$ cat src/rtl/frame_strip_pkg.sv
package frame_strip_pkg;

  // Transmit-side token ownership phases.
  typedef enum logic [1:0] {
    HOLD_IDLE  = 2'd0,  // token not held, transmissions not counted
    HOLD_COUNT = 2'd1,  // token held, data frames counted
    HOLD_CLOSE = 2'd2   // void frame sent, awaiting token release
  } hold_state_e;

  // Decision latched per received frame.
  typedef struct packed {
    logic valid;  // decision taken for the current frame
    logic strip;  // 1: strip, 0: repeat
    logic own;    // source address matched the station
  } decision_t;

  // Saturating step of the outstanding count. Simultaneous up and down
  // cancel out.
  function automatic logic [31:0] step_count(input logic [31:0] cur,
                                             input logic [31:0] lim,
                                             input logic        up,
                                             input logic        down);
    if (up && !down) begin
      return (cur >= lim) ? lim : cur + 32'd1;
    end else if (down && !up) begin
      return (cur == 32'd0) ? 32'd0 : cur - 32'd1;
    end
    return cur;
  endfunction

  // Strip rule at source-address time.
  function automatic logic decide_strip(input logic cnt_nonzero,
                                        input logic sa_own);
    return cnt_nonzero || sa_own;
  endfunction

endpackage

$ cat src/rtl/fsc_token_tracker.sv
module fsc_token_tracker
  import frame_strip_pkg::*;
(
  input  logic clk,
  input  logic rst,
  input  logic tok_capt,
  input  logic tok_sent,
  input  logic void_sent,
  input  logic frame_sent,
  output logic count_inc,
  output logic holding
);

  hold_state_e state_q, state_d;

  always_comb begin
    state_d = state_q;
    if (tok_sent) begin
      state_d = HOLD_IDLE;
    end else if (tok_capt) begin
      state_d = HOLD_COUNT;
    end else if (void_sent && state_q == HOLD_COUNT) begin
      state_d = HOLD_CLOSE;
    end
  end

  always_ff @(posedge clk) begin
    if (rst) begin
      state_q <= HOLD_IDLE;
    end else begin
      state_q <= state_d;
    end
  end

  assign holding   = (state_q == HOLD_COUNT);
  assign count_inc = frame_sent && holding;

endmodule

$ cat src/rtl/fsc_out_counter.sv
module fsc_out_counter
  import frame_strip_pkg::*;
#(
  parameter int CNT_W = 10
) (
  input  logic             clk,
  input  logic             rst,
  input  logic             inc,
  input  logic             dec,
  input  logic             clr,
  output logic [CNT_W-1:0] cnt,
  output logic             nonzero
);

  localparam logic [31:0] LIMIT = (32'd1 << CNT_W) - 32'd1;

  logic [CNT_W-1:0] cnt_q, cnt_d;
  logic [31:0]      stepped;

  always_comb begin
    stepped = step_count(32'(cnt_q), LIMIT, inc, dec);
    cnt_d   = clr ? '0 : stepped[CNT_W-1:0];
  end

  always_ff @(posedge clk) begin
    if (rst) begin
      cnt_q <= '0;
    end else begin
      cnt_q <= cnt_d;
    end
  end

  assign cnt     = cnt_q;
  assign nonzero = |cnt_q;

endmodule

$ cat src/rtl/fsc_rx_decider.sv
module fsc_rx_decider
  import frame_strip_pkg::*;
(
  input  logic clk,
  input  logic rst,
  input  logic frame_start,
  input  logic sa_valid,
  input  logic sa_own,
  input  logic frame_end,
  input  logic error_free,
  input  logic is_void,
  input  logic cnt_nonzero,
  output logic sa_take,
  output logic cnt_dec,
  output logic cnt_clr,
  output logic strip,
  output logic strip_valid
);

  logic      in_frame_q;
  decision_t dec_q;
  logic      end_take;

  // Only the first parsed address of an open frame is used.
  assign sa_take  = sa_valid && in_frame_q && !dec_q.valid &&
                    !frame_start && !frame_end;
  assign end_take = frame_end && dec_q.valid;
  assign cnt_clr  = end_take && error_free && is_void && dec_q.own;
  assign cnt_dec  = end_take && error_free && dec_q.strip && !cnt_clr;

  always_ff @(posedge clk) begin
    if (rst) begin
      in_frame_q <= 1'b0;
      dec_q      <= '0;
    end else if (frame_start) begin
      in_frame_q <= 1'b1;
      dec_q      <= '0;
    end else if (frame_end) begin
      in_frame_q <= 1'b0;
      dec_q      <= '0;
    end else if (sa_take) begin
      dec_q.valid <= 1'b1;
      dec_q.strip <= decide_strip(cnt_nonzero, sa_own);
      dec_q.own   <= sa_own;
    end
  end

  assign strip       = dec_q.strip;
  assign strip_valid = dec_q.valid;

endmodule

$ cat src/rtl/frame_strip_ctrl.sv
module frame_strip_ctrl
  import frame_strip_pkg::*;
#(
  parameter int CNT_W = 10
) (
  input  logic clk,
  input  logic rst,
  input  logic tx_token_captured,
  input  logic tx_frame_sent,
  input  logic tx_void_sent,
  input  logic tx_token_sent,
  input  logic rx_frame_start,
  input  logic rx_sa_valid,
  input  logic rx_sa_own,
  input  logic rx_frame_end,
  input  logic rx_error_free,
  input  logic rx_is_void,
  output logic strip,
  output logic strip_valid
);

  // Named internal events, observed by the bound checker.
  logic             cnt_inc;
  logic             cnt_dec;
  logic             cnt_clr;
  logic             cnt_nonzero;
  logic             holding;
  logic             sa_take;
  logic [CNT_W-1:0] cnt_q;

  fsc_token_tracker u_tx (
    .clk        (clk),
    .rst        (rst),
    .tok_capt   (tx_token_captured),
    .tok_sent   (tx_token_sent),
    .void_sent  (tx_void_sent),
    .frame_sent (tx_frame_sent),
    .count_inc  (cnt_inc),
    .holding    (holding)
  );

  fsc_out_counter #(.CNT_W(CNT_W)) u_cnt (
    .clk     (clk),
    .rst     (rst),
    .inc     (cnt_inc),
    .dec     (cnt_dec),
    .clr     (cnt_clr),
    .cnt     (cnt_q),
    .nonzero (cnt_nonzero)
  );

  fsc_rx_decider u_rx (
    .clk         (clk),
    .rst         (rst),
    .frame_start (rx_frame_start),
    .sa_valid    (rx_sa_valid),
    .sa_own      (rx_sa_own),
    .frame_end   (rx_frame_end),
    .error_free  (rx_error_free),
    .is_void     (rx_is_void),
    .cnt_nonzero (cnt_nonzero),
    .sa_take     (sa_take),
    .cnt_dec     (cnt_dec),
    .cnt_clr     (cnt_clr),
    .strip       (strip),
    .strip_valid (strip_valid)
  );

endmodule

$ cat config.mk
export PLATFORM = sky130hd
export DESIGN_NAME = frame_strip_ctrl
export DESIGN_NICKNAME = d
export VERILOG_FILES = /design/src/rtl/frame_strip_pkg.sv /design/src/rtl/fsc_token_tracker.sv /design/src/rtl/fsc_out_counter.sv /design/src/rtl/fsc_rx_decider.sv /design/src/rtl/frame_strip_ctrl.sv
export SDC_FILE = /design/constraint.sdc
export NUM_CORES = 1
export LEC_CHECK = 0
export ABC_AREA = 1
export BUFFER_PORTS_ARGS = -buffer_cell sky130_fd_sc_hd__buf_2
export CELL_PAD_IN_SITES_DETAIL_PLACEMENT = 1
export CELL_PAD_IN_SITES_GLOBAL_PLACEMENT = 1
export CORE_UTILIZATION = 40
export DETAILED_ROUTE_END_ITERATION = 8
export HOLD_SLACK_MARGIN = 0.02
export PLACE_DENSITY = 0.81
export SETUP_SLACK_MARGIN = 0.4
export SYNTH_ARGS = -nofsm -noshare
export SYNTH_HDL_FRONTEND = slang
export SYNTH_SLANG_ARGS = --single-unit
$ cat constraint.sdc
create_clock -name clk -period 2.06 [get_ports clk]
set_input_delay 0 -clock clk [delete_from_list [all_inputs] [get_ports clk]]
set_output_delay 0 -clock clk [all_outputs]
set_load 0.005 [all_outputs]
After elaboration in Yosys (flattened, before gate mapping)
Index checks and enable logic that the tools add are counted.
Operators by class
  add/sub/neg operators: 2
  shift-type cells: 0
  divide/modulo/power cells: 0
  order comparisons: 1
  equality and inequality tests: 1
  bitwise logic cells: 0
  reduce and logical (&&, ||, !) cells: 29
  mux-type cells: 10
  $mul: 0
Operator list (count)
  $mux W10: 4
  $logic_and A1 B1 Y1: 14
  $add A10 B1 Y10 const B: 1
  $ge A10 B10 Y1 const B: 1
  $logic_not A10 Y1: 1
  $reduce_or A10 Y1: 1
  $sub A10 B1 Y10 const B: 1
  $logic_not A1 Y1: 6
  $mux W1: 6
  $reduce_or A3 Y1: 2
  $reduce_bool A2 Y1: 2
  $reduce_or A2 Y1: 2
  $eq A2 B1 Y1 const B: 1
  $logic_or A1 B1 Y1: 1
Word-level totals
  register bits after elaboration: 16
  output and inout port bits: 2
  bits in read-only memories: 0
  logic and storage cells: 50
  memories kept: 0
  memory bits (writable): 0
  latch bits: 0
  bits of input ports: 12

Depth between registers and ports, before layout
Gate-level depths: netlist of run 1.
  depth after elaboration: 9
  gate-level depth with buffers: 10
  depth with buffers taken out: 10

Hierarchy
Synthesis of run 1 repeated with hierarchy kept, for this count alone.
Second synthesis, totals
  cell total of the unflattened synthesis: 183
  area total of the unflattened synthesis: 1183.6 sq um
By module, submodules not included
  fsc_out_counter: seq. area each 200.2 sq um, cells each 141, area each 892.1 sq um, instances 1
  fsc_rx_decider: seq. area each 80.1 sq um, cells each 30, area each 197.7 sq um, instances 1
  fsc_token_tracker: seq. area each 40.0 sq um, cells each 12, area each 93.8 sq um, instances 1

Least setup slack after synthesis of run 1
Ideal clock, no wire load.
  path kind: register to register
  start point: reg u_rx.dec_q (netlist bit u_rx.strip_valid)
  end point: reg u_cnt.cnt_q[1], in the netlist u_cnt.cnt[1]
  arrival: 1403 ps
  clock period less this slack: 1524 ps
  path buffers: 1
  setup time: 122 ps
  cell stages (with the launch flop): 8
  setup slack: 536 ps
  data required time: 1938 ps
  cells stage by stage: dfxtp_1 nand3_1 nand3b_1 ha_1 inv_1 buf_2 o21ai_0 a21oi_2
On the way
  longest elaborated chain between the ends: 9
  elaborated cells on any way between the ends: 14
  classes of those cells: mux: 3; reduce/logical: 11
Ends and longest elaborated chain
  from (decl): line fsc_rx_decider.sv:21  | decision_t dec_q;
  $logic_and A1 B1 Y1 (*): line fsc_rx_decider.sv:27  | assign end_take = frame_end && dec_q.valid;
  $logic_and A1 B1 Y1 (*): line fsc_rx_decider.sv:28, fsc_rx_decider.sv:29
  $logic_and A1 B1 Y1 (2 in series): line fsc_rx_decider.sv:28  | assign cnt_clr = end_take && error_free && is_void && dec_q.own;
  $logic_not A1 Y1: line fsc_rx_decider.sv:29  | assign cnt_dec = end_take && error_free && dec_q.strip && !cnt_clr;
  $logic_and A1 B1 Y1: line fsc_rx_decider.sv:29
  $logic_and A1 B1 Y1 / $logic_not A1 Y1 (equally long branches): line frame_strip_pkg.sv:25, frame_strip_pkg.sv:23
  $mux W1 / $logic_and A1 B1 Y1 (equally long branches): line frame_strip_pkg.sv:25, frame_strip_pkg.sv:23
  $mux W1 / $mux W10 (equally long branches): line frame_strip_pkg.sv:23  | if (up && !down) begin
  to (signal assigned): line fsc_out_counter.sv:29  | cnt_q <= cnt_d;
  to (decl): line fsc_out_counter.sv:17  | logic [CNT_W-1:0] cnt_q, cnt_d;
Every way passes the cells marked *; elsewhere a longest branch is shown, timed or not.
A chain may end at the register's enable or synchronous reset.

Worst setup path after layout of run 1
  start point: reg u_rx.dec_q (netlist bit u_rx.strip_valid)
  end point: reg u_cnt.cnt_q[2], in the netlist u_cnt.cnt[2]
Same word-level chain as after synthesis.

==> impl_metrics.sql, run 1 <==
INSERT INTO impl_metrics (metric_group, metric, value, unit) VALUES
('run_status', 'status', 'finished, final reports clean', ''),
('synthesis', 'synth_seq_area_share', '26.4', '%'),
('synthesis', 'syn_area_per_cell', '6.21', 'um^2'),
('drt', 'top_layer', 'met4', ''),
('drt', 'drc', '0', ''),
('pwr', 'power_density', '499', 'mW/mm^2'),
('cells_and_area', 'final_net_count', '245', ''),
('timing', 'finalCritPeriodShare', '84.6', '%'),
('floorplan', 'design.core.area', '0.00281', 'mm^2'),
('clock_tree', 'numCtsBuffers', '3', ''),
('timing', 'setup_total_negative_slack', '0', 'ns'),
('critical_path', 'worst_setup_path_start_kind', 'register', ''),
('clock_tree', 'tritoncts', 'yes', ''),
('clock_tree', 'root_buffer', 'clkbuf_4', ''),
('drt', 'drt-vias-per-instance', '5.41', ''),
('timing', 'clock.fmax', '574', 'MHz'),
('drt', 'vias', '1407', ''),
('floorplan', 'initial_core_util', '43.2', '%'),
('clock_tree', 'clock_pin_slew_on_the_worst_setup_and_hold_paths', '0.11', 'ns'),
('global_route', 'antenna_found_initial', '0', ''),
('synthesis', 'ys_top_cells_by_area', 'dfxtp_1, nand2_1, inv_1', ''),
('global_route', 'grt_overflow_total', '0', ''),
('synthesis', 'synth.net_count', '210', ''),
('drt', 'drt-met1-wl', '1670', 'um'),
('synthesis', 'ys.warnings.count', '0', ''),
('cells_and_area', 'antenna_cells', '0', ''),
('floorplan', 'std_cell_rows', '19', ''),
('clock_tree', 'clk_latency', '0.30', 'ns'),
('floorplan', 'die_h', '57.0', 'um'),
('floorplan', 'die_footprint', '0.00325', 'mm^2'),
('global_route', 'grt.total_usage', '24.7', '%'),
('synthesis', 'synthesis.area', '0.00121', 'mm^2'),
('timing', 'grt_setup_unrepaired', 'yes', ''),
('pwr', 'leakagePower', '0.741', 'nW'),
('placement', 'gp_congestion', '0.846', ''),
('cells_and_area', 'flow.area_growth_from_synthesis', '30.7', '%'),
('drt', 'wirelength', '4030', 'um'),
('global_route', 'grt_start_max_net_pins', '12', ''),
('clock_tree', 'htree_num_levels', '1', ''),
('synthesis', 'synth_top_area_share', '26.4', '%'),
('drt', 'dr.pass1.iters', '4', ''),
('pwr', 'report.power.total', '0.000789', 'W'),
('critical_path', 'worstPathRequired', '2.26', 'ns'),
('synthesis', 'library_cell_with_the_largest_summed_area_after_synthesis', 'dfxtp_1', ''),
('floorplan', 'i_o_pin_count', '14', ''),
('clock_tree', 'numClockSinks', '16', ''),
('timing', 'drv_slew', '0', ''),
('global_route', 'vias_in_the_first_global_route', '1436', ''),
('flow_run', 'cap_violations', '0', ''),
('drt', 'average_wire_length_per_cell_after_detail_routing', '15.5', 'um'),
('floorplan', 'die_x', '57.0', 'um'),
('global_route', 'global_route_wire_length_before_repair', '6250', 'um'),
('clock_tree', 'clock_tree.buffer_depth', '2', ''),
('synthesis', 'cell_variety_after_synth', '30', ''),
('critical_path', 'critical_path.endpoint_type', 'register', ''),
('critical_path', 'worstSetupPathType', 'reg -> reg', ''),
('cells_and_area', 'mostFrequentLayoutCell', 'nand2_1', ''),
('timing', 'clock_skew', '0.00466', 'ns'),
('drt', 'dr_wl_met3', '148', 'um'),
('synthesis', 'synthesis.instances', '195', ''),
('timing', 'setup_viol', '0', ''),
('critical_path', 'cp.arrival', '1.94', 'ns'),
('drt', 'met2_wirelength', '2130', 'um'),
('synthesis', 'ys_seq_elements', '16', ''),
('timing', 'relative_max_transition_margin', '69.1', '%'),
('critical_path', 'crit_fanout', '7', ''),
('placement', 'post-dp-hpwl', '2520', 'um'),
('timing', 'period_needed', '1.74', 'ns'),
('timing', 'tightestPinTransition', '0.458', 'ns'),
('placement', 'portBuffers', '13', ''),
('drt', 'postRouteAntennaNets', '0', ''),
('drt', 'detailedRoute.firstIterationViolations', '19', ''),
('pwr', 'worst_ir_drop_vdd', '0.000360', 'V'),
('hold_path', 'timing.hold.worst.class', 'in -> reg', ''),
('cells_and_area', 'most-common-layout-cells', 'nand2_1, inv_1, nor2_1, nand3_1, buf_2', ''),
('cells_and_area', 'share_of_cells_above_drive_strength_1', '24.5', '%'),
('timing', 'hold_viol', '0', '');
## cell type report
cell class / instances / area [um^2]
Sequential cell: 16 / 325
Clock buffer: 4 / 36.3
Multi-Input combinational cell: 147 / 815
Fill cell: 375 / 1220
Tap cell: 31 / 38.8
Timing Repair Buffer: 34 / 259
Inverter: 28 / 109
## kinds of logic after synthesis
| group | after synthesis | synth area share (%) |
|---|---|---|
| AOI/OAI and AO/OA | 36 | 17.6 |
| xor gates and xnor gates | 4 | 2.89 |
| DFF | 16 | 26.4 |
| buffers and inverters | 32 | 11.4 |
| and+or+nand+nor | 104 | 38.6 |
| adders and majority gates | 3 | 3.10 |
## flip-flops by register name (all words and copies together) (netlist names)
name	cells
u_rx.strip	1
u_tx.state_q	2
u_rx.in_frame_q	1
u_rx.dec_q	1
u_rx.strip_valid	1
u_cnt.cnt	10
## synthesized netlist by cell type
library cell,count
nor3_1,1
ha_1,3
nand2_2,3
dfxtp_1,16
nor2_4,2
o211ai_1,1
nand3b_1,2
nand4_1,1
a21oi_1,10
a211oi_1,1
a21oi_4,1
inv_1,26
o21bai_1,2
buf_6,2
o21a_1,1
and3b_1,1
nand3_1,16
nand2_1,48
nor2_1,24
buf_2,2
nor4_1,1
nand3_2,1
a31oi_1,1
clkinv_1,1
inv_2,1
nor2_2,4
o21ai_0,17
xor2_1,3
a21oi_2,2
xnor2_1,1
## worst max-delay path, cell delays in order (launching register included)
cell	delay, ns
dfxtp_2	0.37
nand3_2	0.06
nand3b_1	0.23
ha_4	0.34
clkinvlp_4	0.18
buf_6	0.17
o21ai_1	0.23
a21oi_2	0.06
## per-layer routing
layer / vias to the layer above / track usage [%]
li1: 694 / -
met4: 0 / 10.5
met2: 40 / 46.6
met5: - / 0
met1: 664 / 27.9
met3: 9 / 2.95
## power by group
group	total (W)	switching [W]	internal, W
Combinational	0.000224	0.000131	0.0000937
Clock	0.000230	0.000122	0.000108
Sequential	0.000335	0.0000156	0.000320
Total	0.000789	0.000268	0.000521
## stage by stage
step / util, % / setup WS [ns] / area, um^2 / std cells / hold slack [ns]
2_1_floorplan: - / 0.536 / 1210 / 195 / 0.0691
3_3_place_gp: 45.7 / 0.332 / 1280 / 235 / 0.176
3_5_place_dp: 45.7 / 0.209 / 1280 / 235 / 0.183
4_1_cts: 52.3 / 0.403 / 1470 / 253 / 0.0695
5_1_grt: 56.4 / 0.284 / 1580 / 260 / 0.127
6_report: 56.4 / 0.318 / 1580 / 260 / 0.0903
## path summary, 6_finish.rpt
kind / start / to / depth (start not counted) / slack [ns]
setup reg to reg: u_rx.strip_valid / u_cnt.cnt[2] / 7 / 0.32
hold / removal: rx_sa_valid / u_rx.strip_valid / 4 / 0.09
hold reg to reg: u_rx.dec_q[0] / u_rx.dec_q[0] / 2 / 0.54
setup / recovery: u_rx.strip_valid / u_cnt.cnt[2] / 7 / 0.32
## what timing repair did
action | 4_1_cts | 5_1_grt
resized for setup | 4 | 23
hold endpoints to repair | 6 | 0
setup buffers | 4 | 7
pin swaps | 2 | 6
setup endpoints to repair | 10 | 10
hold buffers | 10 | 0
Power figures use the tool's default switching activity.
==> run 2, diff against run 1 <==
--- a/config.mk
+++ b/config.mk
@@ -9,10 +9,10 @@
 export BUFFER_PORTS_ARGS = -buffer_cell sky130_fd_sc_hd__buf_2
 export CELL_PAD_IN_SITES_DETAIL_PLACEMENT = 1
 export CELL_PAD_IN_SITES_GLOBAL_PLACEMENT = 1
-export CORE_UTILIZATION = 40
+export CORE_UTILIZATION = 36
 export DETAILED_ROUTE_END_ITERATION = 8
 export HOLD_SLACK_MARGIN = 0.02
-export PLACE_DENSITY = 0.81
+export PLACE_DENSITY = 0.78
 export SETUP_SLACK_MARGIN = 0.4
 export SYNTH_ARGS = -nofsm -noshare
 export SYNTH_HDL_FRONTEND = slang
==> constraint.sdc (replaced) <==
create_clock -name clk -period 1.6 [get_ports clk]
set_input_delay 0 -clock clk [delete_from_list [all_inputs] [get_ports clk]]
set_output_delay 0 -clock clk [all_outputs]
set_load 0.005 [all_outputs]
==> run 2 against run 1 <==
Against the previous run:
- critical path depth stayed put
- non-clock buffer count is 6 higher
- cell area is 12% higher
- critical endpoint is now u_cnt.cnt[4]
- highest routed layer unchanged
==> impl_metrics.sql, run 2 (synthesis results as in run 1) <==
INSERT INTO impl_metrics (metric_group, metric, value, unit) VALUES
('timing', 'relative_max_transition_margin', '74.9', '%'),
('floorplan', 'i_o_pin_count', '14', ''),
('pwr', 'clockPowerShare', '27.7', '%'),
('timing', 'finalCritPeriodShare', '90.9', '%'),
('critical_path', 'cp.arrival', '1.70', 'ns'),
('placement', 'portBuffers', '13', ''),
('critical_path', 'worstPathRequired', '1.85', 'ns'),
('global_route', 'antenna_found_initial', '0', ''),
('drt', 'dr.pass1.iters', '4', ''),
('clock_tree', 'htree_num_levels', '1', ''),
('drt', 'detailedRoute.firstIterationViolations', '44', ''),
('timing', 'clock_skew', '0.00686', 'ns'),
('flow_run', 'cap_violations', '0', ''),
('floorplan', 'die_footprint', '0.00360', 'mm^2'),
('critical_path', 'slowest_cp_cell', 'dfxtp_2', ''),
('global_route', 'global_route_wire_length_before_repair', '7200', 'um'),
('cells_and_area', 'mostFrequentLayoutCell', 'nand2_1', ''),
('pwr', 'power_density', '623', 'mW/mm^2'),
('clock_tree', 'clk_latency', '0.31', 'ns'),
('placement', 'gp_congestion', '0.847', ''),
('cells_and_area', 'share_of_cells_above_drive_strength_1', '42.8', '%'),
('global_route', 'grt_start_max_net_pins', '10', ''),
('clock_tree', 'numClockSinks', '16', ''),
('drt', 'vias', '1496', ''),
('floorplan', 'initial_core_util', '38.7', '%'),
('critical_path', 'worstSetupPathType', 'reg -> reg', ''),
('drt', 'drc', '0', ''),
('run_status', 'status', 'finished, final reports clean', ''),
('critical_path', 'crit_fanout', '8', ''),
('timing', 'setup_total_negative_slack', '0', 'ns'),
('drt', 'wirelength', '4840', 'um'),
('cells_and_area', 'most-common-layout-cells', 'nand2_1, inv_1, buf_4, nor2_1, buf_2', ''),
('global_route', 'vias_in_the_first_global_route', '1540', ''),
('drt', 'drt-vias-per-instance', '5.34', ''),
('floorplan', 'die_x', '60', 'um'),
('timing', 'grt_setup_unrepaired', 'yes', ''),
('cells_and_area', 'largest_register_ffs', '10', ''),
('cells_and_area', 'num-fill-cells', '403', ''),
('hold_path', 'timing.hold.worst.class', 'in -> reg', ''),
('pwr', 'p_comb_share', '32.9', '%'),
('timing', 'period_needed', '1.45', 'ns'),
('floorplan', 'design.core.area', '0.00313', 'mm^2'),
('timing', 'clock.fmax', '688', 'MHz'),
('cells_and_area', 'flow.area_growth_from_synthesis', '45.9', '%'),
('critical_path', 'worst_path_largest_cell_delay', '0.36', 'ns'),
('critical_path', 'critical_path.endpoint_type', 'register', ''),
('pwr', 'internal-power', '0.000704', 'W'),
('pwr', 'p_sw', '0.000396', 'W'),
('placement', 'dpl_worst_slack', '0.0207', 'ns'),
('critical_path', 'worst_setup_path_start_kind', 'register', ''),
('clock_tree', 'tritoncts', 'yes', ''),
('clock_tree', 'numCtsBuffers', '3', ''),
('floorplan', 'std_cell_rows', '20', ''),
('pwr', 'swShare', '36.0', '%'),
('timing', 'setup_viol', '0', ''),
('global_route', 'grt.total_usage', '27.4', '%'),
('clock_tree', 'clock_tree.buffer_depth', '2', ''),
('drt', 'average_wire_length_per_cell_after_detail_routing', '17.3', 'um'),
('drt', 'postRouteAntennaNets', '0', ''),
('clock_tree', 'clock_pin_slew_on_the_worst_setup_and_hold_paths', '0.12', 'ns'),
('pwr', 'power.sequential.fraction', '39.4', '%'),
('pwr', 'leakagePower', '0.804', 'nW'),
('cells_and_area', 'final_net_count', '252', ''),
('floorplan', 'die_h', '60', 'um'),
('critical_path', 'worstPathCellList', 'nand3_2, nand3b_1, ha_4, a21oi_4, buf_6, nand2_1, a21oi_2', ''),
('timing', 'drv_slew', '0', ''),
('timing', 'hold_slack', '0.00508', 'ns'),
('timing', 'final_worst_slack', '0.146', 'ns'),
('pwr', 'worst_ir_drop_vdd', '0.000454', 'V'),
('global_route', 'grt_overflow_total', '0', ''),
('clock_tree', 'root_buffer', 'clkbuf_4', ''),
('timing', 'tightestPinTransition', '0.374', 'ns'),
('timing', 'hold_viol', '0', ''),
('cells_and_area', 'antenna_cells', '0', ''),
('placement', 'post-dp-hpwl', '2750', 'um');
-- run 2: cell type report --
cell class	instances	area, um^2	area share, %
Timing Repair Buffer	40	304	17.2
Timing Repair inverter	1	6.26	0.354
Sequential cell	16	339	19.2
Multi-Input combinational cell	147	910	51.5
Tap cell	44	55.1	3.12
Clock buffer	4	36.3	2.05
Inverter	28	116	6.59
-- run 2: layer usage --
layer | track usage [%] | vias up | share of wire, %
met5 | 0 | - | 0
met4 | 12.3 | 0 | 4.4
met3 | 2.16 | 19 | 3.9
met2 | 49.2 | 55 | 52
met1 | 32.8 | 712 | 40
li1 | - | 710 | -
-- run 2: timing repair --
| item | CTS | global route |
|---|---|---|
| setup buffers | 14 | 3 |
| pin swaps | 9 | 17 |
| hold endpoints to repair | 5 | 0 |
| endpoints found under the setup margin | 11 | 12 |
| gates resized for setup | 31 | 24 |
| hold buffers | 6 | 0 |
| cloned | 1 | 0 |
-- run 2: power by group through the flow --
stage / sequential, W / clock [W] / combinational, W
after floorplan: 0.000431 / 0 / 0.000185
after global placement: 0.000439 / 0 / 0.000238
after detailed placement: 0.000440 / 0 / 0.000249
after CTS: 0.000433 / 0.000293 / 0.000322
after global routing: 0.000435 / 0.000332 / 0.000392
final: 0.000433 / 0.000305 / 0.000362
-- run 2: critical path, delay by kind of cell, from the launching register on --
family / cells / cell delay [ns]
buffers and inverters: 1 / 0.15
and+or+nand+nor: 3 / 0.35
AOI/OAI and AO/OA: 2 / 0.28
adders and majority gates: 1 / 0.24
DFF: 1 / 0.36
-- run 2: through the flow --
stage	instance area (um^2)	cells	util, %	power, W
6_report	1770	280	56.5	0.00110
3_3_place_gp	1400	252	44.6	0.000677
5_1_grt	1770	280	56.5	0.00116
4_1_cts	1680	277	53.8	0.00105
2_1_floorplan	1290	195	-	0.000616
3_5_place_dp	1400	252	44.6	0.000689
-- run 2: path summary, 6_finish.rpt --
path                            slack [ns]             start  cells after the start               to
worst min-delay path                 0.005      tx_void_sent                      3  u_tx.state_q[1]
worst min register to register        0.53   u_tx.state_q[0]                      2  u_tx.state_q[0]
worst max-delay path                  0.15  u_rx.strip_valid                      7     u_cnt.cnt[4]
worst max register to register        0.15  u_rx.strip_valid                      7     u_cnt.cnt[4]
==> run 3, diff against run 2 <==
--- a/config.mk
+++ b/config.mk
@@ -12,8 +12,9 @@
 export CORE_UTILIZATION = 36
 export DETAILED_ROUTE_END_ITERATION = 8
 export HOLD_SLACK_MARGIN = 0.02
-export PLACE_DENSITY = 0.78
+export PLACE_DENSITY = 0.77
 export SETUP_SLACK_MARGIN = 0.4
 export SYNTH_ARGS = -nofsm -noshare
 export SYNTH_HDL_FRONTEND = slang
+export SYNTH_HIERARCHICAL = 1
 export SYNTH_SLANG_ARGS = --single-unit
==> run 3 against run 2 <==
Against the previous run:
- sequential share of layout area up 1.3 points
- clock skew up 0.0018 ns
- combinational power down 16%
- sequential power hardly changed
- cell area down 6.9%
- register-to-register slack better by 0.03 ns
- first-iteration DRC count rose by 32%
- wire length fell by 26%
- highest routed layer unchanged
==> impl_metrics.sql, run 3 <==
INSERT INTO impl_metrics (metric_group, metric, value, unit) VALUES
('drt', 'average_wire_length_per_cell_after_detail_routing', '13.7', 'um'),
('drt', 'vias', '1281', ''),
('pwr', 'p_comb_share', '30.1', '%'),
('synthesis', 'synth.net_count', '197', ''),
('critical_path', 'critical_path.n_buffers_inverters', '3', ''),
('timing', 'tightestPinTransition', '0.376', 'ns'),
('clock_tree', 'root_buffer', 'clkbuf_4', ''),
('critical_path', 'worstPathRequired', '1.79', 'ns'),
('critical_path', 'crit_fanout', '6', ''),
('global_route', 'vias_in_the_first_global_route', '1338', ''),
('drt', 'dr.pass1.iters', '4', ''),
('global_route', 'grt_start_max_net_pins', '14', ''),
('floorplan', 'die_h', '59.3', 'um'),
('timing', 'hold_slack', '0.0489', 'ns'),
('synthesis', 'ys.warnings.count', '6', ''),
('timing', 'setup_total_negative_slack', '0', 'ns'),
('pwr', 'internal-power', '0.000679', 'W'),
('critical_path', 'worstPathCellList', 'nand2_2, nand2_2, nor2_2, inv_2, ha_4, inv_6, nor2_4, nand2_2, nand2_4, inv_4, nand2_2, a21oi_2, nor2_1', ''),
('clock_tree', 'clock_tree.buffer_depth', '2', ''),
('critical_path', 'critical_path.endpoint_type', 'register', ''),
('hold_path', 'timing.hold.worst.class', 'in -> reg', ''),
('synthesis', 'synthesis.area', '0.00118', 'mm^2'),
('timing', 'clock.fmax', '703', 'MHz'),
('cells_and_area', 'num-fill-cells', '402', ''),
('timing', 'setup_viol', '0', ''),
('placement', 'post-dp-hpwl', '2600', 'um'),
('global_route', 'grt.total_usage', '22.3', '%'),
('timing', 'drv_slew', '0', ''),
('floorplan', 'die_footprint', '0.00351', 'mm^2'),
('critical_path', 'critical-path-top-delay-family', 'simple AND/OR/NAND/NOR gates', ''),
('drt', 'drt-vias-per-instance', '4.89', ''),
('cells_and_area', 'most-common-layout-cells', 'nor2_1, nand2_1, buf_4, inv_1, buf_2', ''),
('run_status', 'status', 'finished, final reports clean', ''),
('cells_and_area', 'share_of_cells_above_drive_strength_1', '38.5', '%'),
('drt', 'detailedRoute.firstIterationViolations', '58', ''),
('pwr', 'report.power.total', '0.00100', 'W'),
('global_route', 'global_route_wire_length_before_repair', '5900', 'um'),
('global_route', 'grt_overflow_total', '0', ''),
('critical_path', 'worstSetupPathType', 'reg -> reg', ''),
('placement', 'gp_congestion', '0.820', ''),
('flow_run', 'cap_violations', '0', ''),
('floorplan', 'design.core.area', '0.00308', 'mm^2'),
('clock_tree', 'clk_latency', '0.28', 'ns'),
('critical_path', 'path_common_cell', 'nand2_2', ''),
('floorplan', 'die_x', '59.3', 'um'),
('clock_tree', 'clock_pin_slew_on_the_worst_setup_and_hold_paths', '0.11', 'ns'),
('pwr', 'clockPowerShare', '27.1', '%'),
('timing', 'finalCritPeriodShare', '88.9', '%'),
('pwr', 'power.sequential.fraction', '42.8', '%'),
('pwr', 'leakagePower', '0.719', 'nW'),
('drt', 'drc', '0', ''),
('floorplan', 'initial_core_util', '38.3', '%'),
('timing', 'hold_viol', '0', ''),
('timing', 'relative_max_transition_margin', '74.7', '%'),
('critical_path', 'worst_path_largest_cell_delay', '0.34', 'ns'),
('critical_path', 'worst_setup_path_start_kind', 'register', ''),
('cells_and_area', 'final_net_count', '234', ''),
('clock_tree', 'numCtsBuffers', '3', ''),
('critical_path', 'cp.arrival', '1.61', 'ns'),
('clock_tree', 'numClockSinks', '16', ''),
('pwr', 'swShare', '32.4', '%'),
('cells_and_area', 'largest_register_ffs', '10', ''),
('critical_path', 'slowest_cp_cell', 'dfxtp_2', ''),
('timing', 'grt_setup_unrepaired', 'yes', ''),
('cells_and_area', 'non_filler_instance_count_after_layout', '262', ''),
('timing', 'period_needed', '1.42', 'ns'),
('synthesis', 'syn_area_per_cell', '6.48', 'um^2'),
('floorplan', 'i_o_pin_count', '14', ''),
('placement', 'portBuffers', '13', ''),
('cells_and_area', 'flow.area_growth_from_synthesis', '39.4', '%'),
('pwr', 'power_density', '611', 'mW/mm^2'),
('clock_tree', 'htree_num_levels', '1', ''),
('pwr', 'worst_ir_drop_vdd', '0.000529', 'V'),
('cells_and_area', 'antenna_cells', '0', ''),
('pwr', 'p_sw', '0.000325', 'W'),
('clock_tree', 'tritoncts', 'yes', ''),
('drt', 'wirelength', '3600', 'um'),
('synthesis', 'synthesis.instances', '182', ''),
('global_route', 'antenna_found_initial', '0', ''),
('placement', 'numPlacedInstances', '239', ''),
('timing', 'clock_skew', '0.00870', 'ns'),
('floorplan', 'std_cell_rows', '20', ''),
('drt', 'postRouteAntennaNets', '0', '');
==> run 3: worst reg2reg max path, delay by kind of cell (launching register included) <==
kind | cells | cell delay (ns)
buf+inv | 3 | 0.21
flops | 1 | 0.34
fa+ha+maj | 1 | 0.17
simple gates | 8 | 0.53
compound gates | 1 | 0.09
==> run 3: path summary, 6_finish.rpt <==
check                start               end  slack [ns]  cells after the start
max reg2reg  u_rx/dec_q[0]      u_cnt/cnt[7]        0.18                     13
min           rx_frame_end  u_rx/strip_valid        0.05                      3
min reg2reg  u_rx/dec_q[0]     u_rx/dec_q[0]        0.51                      2
max          u_rx/dec_q[0]      u_cnt/cnt[7]        0.18                     13
==> run 3: area by class of cell <==
class	instances	area (um^2)	share of cell area [%]
clock buffers	4	36.3	2.21
inverters	27	128	7.76
multi-input cells	136	846	51.4
flip-flops and latches	16	338	20.5
well taps	44	55.1	3.35
repair buffers	35	243	14.8
==> run 3: layer usage <==
metal  share of wire, %  vias to the layer above  global-route usage (%)  routed length, um
met2                 53                       14                    43.7               1910
met1                 45                      612                    26.0               1630
li1                   -                      653                       -                  -
met4               0.44                        0                    5.10                 16
met3                1.1                        2                    1.31                 41
met5                  0                        -                       0                  0
==> run 3: what timing repair did <==
item / 4_1_cts / 5_1_grt
pin swaps: 10 / 10
setup endpoints to repair: 11 / 11
gates resized for setup: 22 / 9
endpoints found under the hold margin: 3 / 0
hold buffers: 5 / 0
buffers inserted: 10 / 4
==> run 3: through the flow <==
stage | util (%) | area (um^2) | setup slack [ns]
CTS | 51.6 | 1590 | 0.164
finish | 53.5 | 1650 | 0.178
floorplan | - | 1250 | 0.269
detailed placement | 44.2 | 1360 | 0.0660
global placement | 44.2 | 1360 | 0.112
global route | 53.5 | 1650 | 0.0833
==> run 3: power groups by stage <==
stage | Clock, W | Combinational [W] | Sequential [W]
2_1_floorplan | 0 | 0.000183 | 0.000433
3_3_place_gp | 0 | 0.000238 | 0.000438
3_5_place_dp | 0 | 0.000245 | 0.000440
4_1_cts | 0.000281 | 0.000289 | 0.000429
5_1_grt | 0.000297 | 0.000332 | 0.000432
6_report | 0.000272 | 0.000303 | 0.000430
